===== config.mk =====
export PLATFORM = sky130hd
export DESIGN_NAME = trap_entry_seq
export DESIGN_NICKNAME = d
export VERILOG_FILES = /design/src/rtl/trap_pkg.sv /design/src/rtl/trap_decide.sv /design/src/rtl/trap_status.sv /design/src/rtl/trap_vector.sv /design/src/rtl/trap_entry_seq.sv
export SDC_FILE = /design/constraint.sdc
export NUM_CORES = 1
export LEC_CHECK = 0
export BUFFER_PORTS_ARGS = -buffer_cell sky130_fd_sc_hd__buf_2
export CAP_MARGIN = 10
export CELL_PAD_IN_SITES_DETAIL_PLACEMENT = 2
export CELL_PAD_IN_SITES_GLOBAL_PLACEMENT = 2
export CORE_MARGIN = 2
export CORE_UTILIZATION = 25
export CTS_CLUSTER_SIZE = 24
export DETAILED_ROUTE_END_ITERATION = 12
export HOLD_SLACK_MARGIN = 0.1
export PLACE_DENSITY = 0.76
export SKIP_CTS_REPAIR_TIMING = 1
export SLEW_MARGIN = 20
export SYNTH_ARGS = -nofsm -noshare
export SYNTH_HDL_FRONTEND = slang
export SYNTH_SLANG_ARGS = --single-unit
export TNS_END_PERCENT = 5

===== constraint.sdc =====
create_clock -name clk -period 2 [get_ports clk]
set_clock_uncertainty 0.1 [all_clocks]
set_input_delay 0.4 -clock clk [delete_from_list [all_inputs] [get_ports clk]]
set_output_delay 0.4 -clock clk [all_outputs]
set_load 0.01 [all_outputs]

===== src/rtl/trap_pkg.sv =====
package trap_pkg;

  typedef enum logic [1:0] {
    TC_PROG = 2'd0,
    TC_SOFT = 2'd1,
    TC_EXT  = 2'd2,
    TC_BRK  = 2'd3
  } trap_class_e;

  typedef enum logic [2:0] {
    ACT_NONE  = 3'd0,
    ACT_HRST  = 3'd1,
    ACT_SRST  = 3'd2,
    ACT_TRAP  = 3'd3,
    ACT_BREAK = 3'd4,
    ACT_HALT  = 3'd5,
    ACT_WRITE = 3'd6
  } trap_act_e;

endpackage


===== src/rtl/trap_decide.sv =====
module trap_decide
  import trap_pkg::*;
(
  input  logic        req_valid,
  input  trap_class_e req_class,
  input  logic        tren,
  input  logic        stopped,
  input  logic        rst_hard,
  input  logic        rst_soft,
  input  logic        st_wr,
  output trap_act_e   act
);

  always_comb begin
    act = ACT_NONE;
    if (rst_hard) begin
      act = ACT_HRST;
    end else if (rst_soft) begin
      act = ACT_SRST;
    end else if (!stopped) begin
      if (req_valid && req_class == TC_BRK) begin
        act = ACT_BREAK;
      end else if (req_valid && tren) begin
        act = ACT_TRAP;
      end else if (req_valid && req_class != TC_EXT) begin
        act = ACT_HALT;
      end else if (st_wr) begin
        act = ACT_WRITE;
      end
    end
  end

endmodule


===== src/rtl/trap_status.sv =====
module trap_status
  import trap_pkg::*;
(
  input  logic      clk,
  input  logic      rst_n,
  input  trap_act_e act,
  input  logic      wr_super,
  input  logic      wr_tren,
  output logic      super_q,
  output logic      psuper_q,
  output logic      tren_q,
  output logic      dbg_q,
  output logic      stop_q,
  output logic      bsuper_q,
  output logic      btren_q
);

  logic super_d, psuper_d, tren_d, dbg_d, stop_d, bsuper_d, btren_d;
  logic upd_en;

  assign upd_en = (act != ACT_NONE);

  always_comb begin
    super_d  = super_q;
    psuper_d = psuper_q;
    tren_d   = tren_q;
    dbg_d    = dbg_q;
    stop_d   = stop_q;
    bsuper_d = bsuper_q;
    btren_d  = btren_q;
    unique case (act)
      ACT_HRST, ACT_SRST: begin
        super_d  = 1'b1;
        psuper_d = 1'b0;
        tren_d   = 1'b0;
        dbg_d    = 1'b0;
        stop_d   = 1'b0;
        if (act == ACT_HRST) begin
          bsuper_d = 1'b0;
          btren_d  = 1'b0;
        end
      end
      ACT_TRAP: begin
        psuper_d = super_q;
        super_d  = 1'b1;
        tren_d   = 1'b0;
      end
      ACT_BREAK: begin
        bsuper_d = super_q;
        btren_d  = tren_q;
        super_d  = 1'b1;
        tren_d   = 1'b0;
        dbg_d    = 1'b1;
      end
      ACT_HALT: begin
        stop_d = 1'b1;
      end
      ACT_WRITE: begin
        super_d = wr_super;
        tren_d  = wr_tren;
      end
      default: begin
      end
    endcase
  end

  always_ff @(posedge clk or negedge rst_n) begin
    if (!rst_n) begin
      super_q  <= 1'b1;
      psuper_q <= 1'b0;
      tren_q   <= 1'b0;
      dbg_q    <= 1'b0;
      stop_q   <= 1'b0;
      bsuper_q <= 1'b0;
      btren_q  <= 1'b0;
    end else if (upd_en) begin
      super_q  <= super_d;
      psuper_q <= psuper_d;
      tren_q   <= tren_d;
      dbg_q    <= dbg_d;
      stop_q   <= stop_d;
      bsuper_q <= bsuper_d;
      btren_q  <= btren_d;
    end
  end

endmodule


===== src/rtl/trap_vector.sv =====
module trap_vector
  import trap_pkg::*;
#(
  parameter int unsigned      XLEN   = 32,
  parameter int unsigned      TT_W   = 8,
  parameter int unsigned      TT_LSB = 4,
  parameter logic [XLEN-1:0]  HI_VEC = 32'hFF00_0000,
  parameter logic [TT_W-1:0]  BRK_TT = 8'hFF
) (
  input  logic                            clk,
  input  logic                            rst_n,
  input  trap_act_e                       act,
  input  logic                            precise,
  input  logic [TT_W-1:0]                 offset,
  input  logic [XLEN-1:0]                 cur_pc,
  input  logic [XLEN-1:0]                 prev_pc,
  input  logic [XLEN-TT_LSB-TT_W-1:0]     tbr_base,
  input  logic                            hi_vec_sel,
  output logic [XLEN-1:0]                 save_q,
  output logic [XLEN-1:0]                 bpc_q,
  output logic [XLEN-1:0]                 tbr_q,
  output logic [XLEN-1:0]                 pc_q,
  output logic                            pcl_q
);

  logic [XLEN-1:0] trap_tbr, brk_tbr, rst_vec;
  logic [XLEN-1:0] save_d, bpc_d, tbr_d, pc_d;
  logic            pcl_d;
  logic            upd_en;

  generate
    if (TT_LSB > 0) begin : g_pad
      assign trap_tbr = {tbr_base, offset, {TT_LSB{1'b0}}};
      assign brk_tbr  = {tbr_base, BRK_TT, {TT_LSB{1'b0}}};
    end else begin : g_nopad
      assign trap_tbr = {tbr_base, offset};
      assign brk_tbr  = {tbr_base, BRK_TT};
    end
  endgenerate

  assign rst_vec = hi_vec_sel ? HI_VEC : '0;
  assign upd_en  = (act != ACT_NONE) || pcl_q;

  always_comb begin
    save_d = save_q;
    bpc_d  = bpc_q;
    tbr_d  = tbr_q;
    pc_d   = pc_q;
    pcl_d  = 1'b0;
    unique case (act)
      ACT_HRST: begin
        save_d = '0;
        bpc_d  = '0;
        tbr_d  = '0;
        pc_d   = rst_vec;
        pcl_d  = 1'b1;
      end
      ACT_SRST: begin
        pc_d  = rst_vec;
        pcl_d = 1'b1;
      end
      ACT_TRAP: begin
        save_d = precise ? prev_pc : cur_pc;
        tbr_d  = trap_tbr;
        pc_d   = trap_tbr;
        pcl_d  = 1'b1;
      end
      ACT_BREAK: begin
        bpc_d = cur_pc;
        tbr_d = brk_tbr;
        pc_d  = brk_tbr;
        pcl_d = 1'b1;
      end
      default: begin
      end
    endcase
  end

  always_ff @(posedge clk or negedge rst_n) begin
    if (!rst_n) begin
      save_q <= '0;
      bpc_q  <= '0;
      tbr_q  <= '0;
      pc_q   <= '0;
      pcl_q  <= 1'b0;
    end else if (upd_en) begin
      save_q <= save_d;
      bpc_q  <= bpc_d;
      tbr_q  <= tbr_d;
      pc_q   <= pc_d;
      pcl_q  <= pcl_d;
    end
  end

endmodule


===== src/rtl/trap_entry_seq.sv =====
module trap_entry_seq
  import trap_pkg::*;
#(
  parameter int unsigned     XLEN   = 32,
  parameter int unsigned     TT_W   = 8,
  parameter int unsigned     TT_LSB = 4,
  parameter logic [XLEN-1:0] HI_VEC = 32'hFF00_0000,
  parameter logic [TT_W-1:0] BRK_TT = 8'hFF,
  localparam int unsigned    BASE_W = XLEN - TT_LSB - TT_W
) (
  input  logic              clk,
  input  logic              rst_n,
  input  logic              req_valid,
  input  logic [1:0]        req_class,
  input  logic              req_precise,
  input  logic [TT_W-1:0]   req_offset,
  input  logic [XLEN-1:0]   cur_pc,
  input  logic [XLEN-1:0]   prev_pc,
  input  logic [BASE_W-1:0] tbr_base,
  input  logic              rst_hard,
  input  logic              rst_soft,
  input  logic              rst_hi_vec,
  input  logic              st_wr,
  input  logic              st_wr_super,
  input  logic              st_wr_tren,
  output logic              st_super,
  output logic              st_psuper,
  output logic              st_tren,
  output logic              dbg_flag,
  output logic              stopped,
  output logic              brk_super,
  output logic              brk_tren,
  output logic [XLEN-1:0]   save_pc,
  output logic [XLEN-1:0]   brk_pc,
  output logic [XLEN-1:0]   tbr_out,
  output logic [XLEN-1:0]   pc_out,
  output logic              pc_load
);

  trap_act_e act;

  trap_decide u_decide (
    .req_valid (req_valid),
    .req_class (trap_class_e'(req_class)),
    .tren      (st_tren),
    .stopped   (stopped),
    .rst_hard  (rst_hard),
    .rst_soft  (rst_soft),
    .st_wr     (st_wr),
    .act       (act)
  );

  trap_status u_status (
    .clk      (clk),
    .rst_n    (rst_n),
    .act      (act),
    .wr_super (st_wr_super),
    .wr_tren  (st_wr_tren),
    .super_q  (st_super),
    .psuper_q (st_psuper),
    .tren_q   (st_tren),
    .dbg_q    (dbg_flag),
    .stop_q   (stopped),
    .bsuper_q (brk_super),
    .btren_q  (brk_tren)
  );

  trap_vector #(
    .XLEN   (XLEN),
    .TT_W   (TT_W),
    .TT_LSB (TT_LSB),
    .HI_VEC (HI_VEC),
    .BRK_TT (BRK_TT)
  ) u_vector (
    .clk        (clk),
    .rst_n      (rst_n),
    .act        (act),
    .precise    (req_precise),
    .offset     (req_offset),
    .cur_pc     (cur_pc),
    .prev_pc    (prev_pc),
    .tbr_base   (tbr_base),
    .hi_vec_sel (rst_hi_vec),
    .save_q     (save_pc),
    .bpc_q      (brk_pc),
    .tbr_q      (tbr_out),
    .pc_q       (pc_out),
    .pcl_q      (pc_load)
  );

endmodule


== Yosys cells after proc, flatten, opt, wreduce, memory -nomap -nowiden ==
Cells that the tools add are included.
Operators by class
  equal/unequal tests: 9
  mux-type cells: 22
  reductions and logical operators: 24
Operator list (number)
  32-bit one-hot mux with 3 select lines: 2
  32-bit one-hot mux with 2 select lines: 2
  32-bit 2-to-1 mux: 2
  3-bit 2-to-1 mux: 7
  2-bit AND reduction: 8
  1-bit one-hot mux with 2 select lines: 7
  2-bit nonzero test: 6
  3-bit == test, second input constant: 3
  3-bit nonzero test: 3
  3-bit by 2-bit == test with 1-bit output, second input constant: 2
  4-bit OR reduction: 1
  3-bit by 1-bit == test with 1-bit output, second input constant: 1
  1-bit logical AND: 3
  3-bit AND reduction: 1
  2-bit == test, second input constant: 1
  1-bit 2-to-1 mux: 2
  2-bit by 1-bit inequality test with 1-bit output, second input constant: 1
  2-bit inequality test, second input constant: 1
  2-bit OR reduction: 1
  1-bit logical OR: 1
Storage, ports and cells
  flip-flop bits (word level): 136
  logic and storage cells: 67

== Longest topological paths before layout ==
  depth in word-level cells: 12
  gate-level depth with buffers: 7

== By module ==
A second synthesis with hierarchy kept.
Unflattened totals
  cells, all modules: 550
  area total of the unflattened synthesis: 5878.1 um^2
Modules (own cells, without submodules)
  trap_vector: instances 1, cells an instance 498, area each 5402.7 um^2
  trap_status: instances 1, cells an instance 37, area each 392.9 um^2
  trap_decide: instances 1, cells an instance 15, area each 82.6 um^2

== Least setup slack after synthesis ==
No wires, ideal clock.
  kind: register -> register
  from: register u_status.stop_q
  to: register u_vector.pc_q[10]
  setup time: 126 ps
  data arrival time: 1806 ps
  required time: 1774 ps
  slack: -32 ps
  cell stages (with the launch flop): 7
  buffers on the path: 1
  clock period less this slack: 2032 ps
  path through: dfrtp_1 or3b_1 a21oi_2 nor2_1 a21bo_2 buf_2 a221o_1
On the way
  longest elaborated chain between the ends: 7
  elaborated cells between the ends (all ways): 13
  classes of those cells: eq/ne: 4; mux: 4; reduce/logical: 5
Ends and longest elaborated chain
  start: declaration: RTL line trap_status.sv:13  | output logic stop_q,
  start signal: assignment: RTL line trap_status.sv:81  | stop_q <= stop_d;
  3-bit 2-to-1 mux *: RTL line trap_decide.sv:20  | end else if (!stopped) begin
  3-bit 2-to-1 mux *: RTL line trap_decide.sv:18  | end else if (rst_soft) begin
  3-bit 2-to-1 mux *: RTL line trap_decide.sv:16  | if (rst_hard) begin
  3-bit by 2-bit == test with 1-bit output or 3-bit by 1-bit == test with 1-bit output (tied branches): RTL line trap_vector.sv:50  | unique case (act)
  2-bit OR reduction (no line)
  3-bit nonzero test (no line)
  2-bit AND reduction (no line)
  end signal: assignment: RTL line trap_vector.sv:90  | pc_q <= pc_d;
  end: declaration: RTL line trap_vector.sv:22  | output logic [XLEN-1:0] pc_q,
Every way passes the cells marked *; elsewhere a longest branch is shown, timed or not.
A chain may end at the register's enable or synchronous reset.

== Worst setup path in the final report ==
  from: register u_status.stop_q
  to: register u_vector.pc_q[7]
The elaborated chain is that of the path after synthesis.

==> impl_metrics.yaml <==
outcome:
  status: "complete, but fails checks"
  violations: "negative setup slack"
drt:
  drtPass1Iterations: 4
  drtIter0Drc: 93
  vias_per_cell: 4.73
  wl_per_cell_um: 19.1
  antenna_left: 0
  drc_errors: 0
  vias: 4942
  drt-total-wl_um: 20000
setup_path:
  slowest_delay_ns: 0.47
  path_cells: "or3b_4 > a21oi_4 > nor2_1 > a21bo_2 > buf_12 > a221o_1"
  worstSetupPathType: "reg -> reg"
  worst-path-max-fanout: 8
  arrival_ns: 2.22
  r2r-end: "u_vector.pc_q[7]"
  rrSetupSlack_ns: -0.02
  worst-path-buf-inv: 1
  critPathCaptureType: "register"
  crit_path_start_kind: "register"
  slowest_stage: "dfrtp_2"
  worstPathRequired_ns: 2.20
  reg2reg_depth: 6
  critPathTopFamily: "compound AO/OA/AOI/OAI gates"
  r2r_start: "u_status.stop_q"
  crit_start: "u_status.stop_q"
power_and_ir_drop:
  switching_share_pct: 25.6
  combPwrFrac_pct: 10.8
  leakage_nw: 4.16
  power_density_mw_per_mm2: 823
  seqPwrFrac_pct: 41.4
  pwr-share-clk_pct: 47.8
  power_switching_mw: 1.68
  irDropWorstVdd_mv: 0.537
  internal_power_mw: 4.86
global_route:
  grtUsageTotal_pct: 17.5
  grt_antenna_before_repair: 0
  grt_pass1_wl_um: 30500
  grt_max_degree: 47
  first_global_vias: 5387
  gr-total-overflow: 0
synth:
  yosys-top-cells-area: "dfrtp_1 59%, mux2i_1 7.8%, nand2_1 7.7%"
  syn_area_per_cell_um2: 10.8
  async_flop_share_pct: 100
  synth_ff_type: "dfrtp_1"
  synthDistinctLibCells: 37
  yosysSeqAreaShare_pct: 59.2
  netlist_area_mm2: 0.00541
  synth.most_common_cell: "dfrtp_1"
  yosysTopAreaCellShare_pct: 58.7
  synthTopCellsByCount: "127 x dfrtp_1, 111 x nand2_1, 42 x mux2i_1"
  ys_ff_latch: 128
  synth-edff-count: 0
  synth_cells: 502
  synth_top_area_cell: "dfrtp_1"
  yosysWarningCount: 0
floorplanning:
  start_util_pct: 25.6
  fp.dieW_um: 151
  rows: 53
  dieArea_mm2: 0.0228
  core_area_mm2: 0.0212
  io_pins: 240
  die_h_um: 151
sta:
  drv_slew: 0
  max_slew_margin_pct: 55.7
  rsz0062_at_grt: "true"
  fmax_ghz: 0.495
  setup_viol: 13
  post-route-period-util_pct: 101
  tightest_slew_ns: 0.663
  hold_ws_ns: 0.104
  finalHoldViolations: 0
  fin_ws_ns: -0.0184
  fin_setup_tns_ns: -0.143
  period_minus_slack_ns: 2.02
clocking:
  numCtsBuffers: 17
  cts-root-buf: "clkbuf_16"
  cts_tree: "done"
  clk_path_buf_depth: 2
  path_clk_slew_ns: 0.07
  clock-sinks: 128
  cts_max_level: 4
  worstSkewPairLatency_ns: 0.42
hold_path:
  hold_class: "in -> reg"
  whs_path_depth: 2
  min-delay-start: "tbr_base[0]"
  holdPathEnd: "u_vector.pc_q[12]"
placement:
  place_area_mm2: 0.00720
  io_buffer_count: 231
  dp_hpwl_um: 14400
  gp_congestion: 0.738
job:
  cap_violations: 0
cells_and_area:
  drive_gt1_share_pct: 42.7
  area_growth_pct: 46.6
  final_cell_area_mm2: 0.00794
  final_nets: 861
  n_antenna_cell: 0
-- cells by family after synthesis --
group	share of synthesized area, %
and+or+nand+nor	10.4
AOI/OAI and AO/OA	17.7
DFF	59.2
buffers and inverters	4.88
muxes	7.77
other	0.0693
-- per-layer routing --
metal / track usage (%) / part of all wire [%]
met1: 20.9 / 42
met2: 29.4 / 48
met3: 6.90 / 9.1
met4: 4.49 / 1.0
met5: 0 / 0
-- stage by stage --
step	power, mW	setup WS (ns)	std cells	utilization, %
6_report	6.54	-0.0184	1045	37.5
5_1_grt	6.82	-0.0701	1045	37.5
4_1_cts	6.64	-0.0552	1038	36.8
3_5_place_dp	3.45	-0.101	1006	34.0
3_3_place_gp	3.43	-0.0325	1006	34.0
2_1_floorplan	3.03	0.00792	509	-
-- placed cells by master (no fill, tap or decap), types with 4 or more instances in the layout --
cell,synthesis,final
a21oi_1,31,29
mux2i_1,42,42
o2bb2ai_1,32,31
nand2_1,111,109
nand2b_1,5,4
o21ai_2,0,4
conb_1,1,8
clkinvlp_4,0,5
buf_4,8,26
buf_12,0,12
inv_1,10,10
nor2_1,10,8
clkbuf_16,0,18
buf_2,13,230
dfrtp_1,127,125
a22o_1,12,12
o21ai_1,34,30
a221o_1,16,16
-- sequential cells by signal, summed over array words and instances (netlist names) --
| signal | flops |
|---|---|
| u_status.stop_q | 1 |
| u_status.bsuper_q | 1 |
| u_vector.tbr_q | 28 |
| u_vector.pc_q | 28 |
| u_vector.bpc_q | 32 |
| u_vector.save_q | 32 |
| u_status.psuper_q | 1 |
| u_status.super_q | 1 |
| u_status.dbg_q | 1 |
| u_vector.pcl_q | 1 |
| u_status.btren_q | 1 |
| u_status.tren_q | 1 |
-- power by group through the flow --
stage | Sequential (mW) | Combinational [mW] | Clock (mW)
2_1_floorplan | 2.78 | 0.254 | 0
3_3_place_gp | 2.75 | 0.683 | 0
3_5_place_dp | 2.75 | 0.701 | 0
4_1_cts | 2.70 | 0.703 | 3.23
5_1_grt | 2.71 | 0.780 | 3.32
6_report | 2.70 | 0.707 | 3.13
-- how the worst max path moves through the flow --
stage	end	slack (ns)	depth (start not counted)
finish	u_vector.pc_q[7]	-0.02	6
floorplan	u_vector.pc_q[10]	0.008	7
CTS	u_vector.pc_q[7]	-0.06	7
global placement	u_vector.pc_q[16]	-0.03	7
detailed placement	u_vector.pc_q[7]	-0.10	7
global route	u_vector.pc_q[11]	-0.07	6
-- layout make-up --
cell class | count | area, µm²
fill | 2338 | 13200
sequential | 128 | 3210
multi-input combinational | 323 | 2080
timing repair buffer | 275 | 1680
clock buffer | 19 | 453
tap | 275 | 344
clock inverter | 13 | 139
inverter | 12 | 45.0
Power figures use the tool's default switching activity.
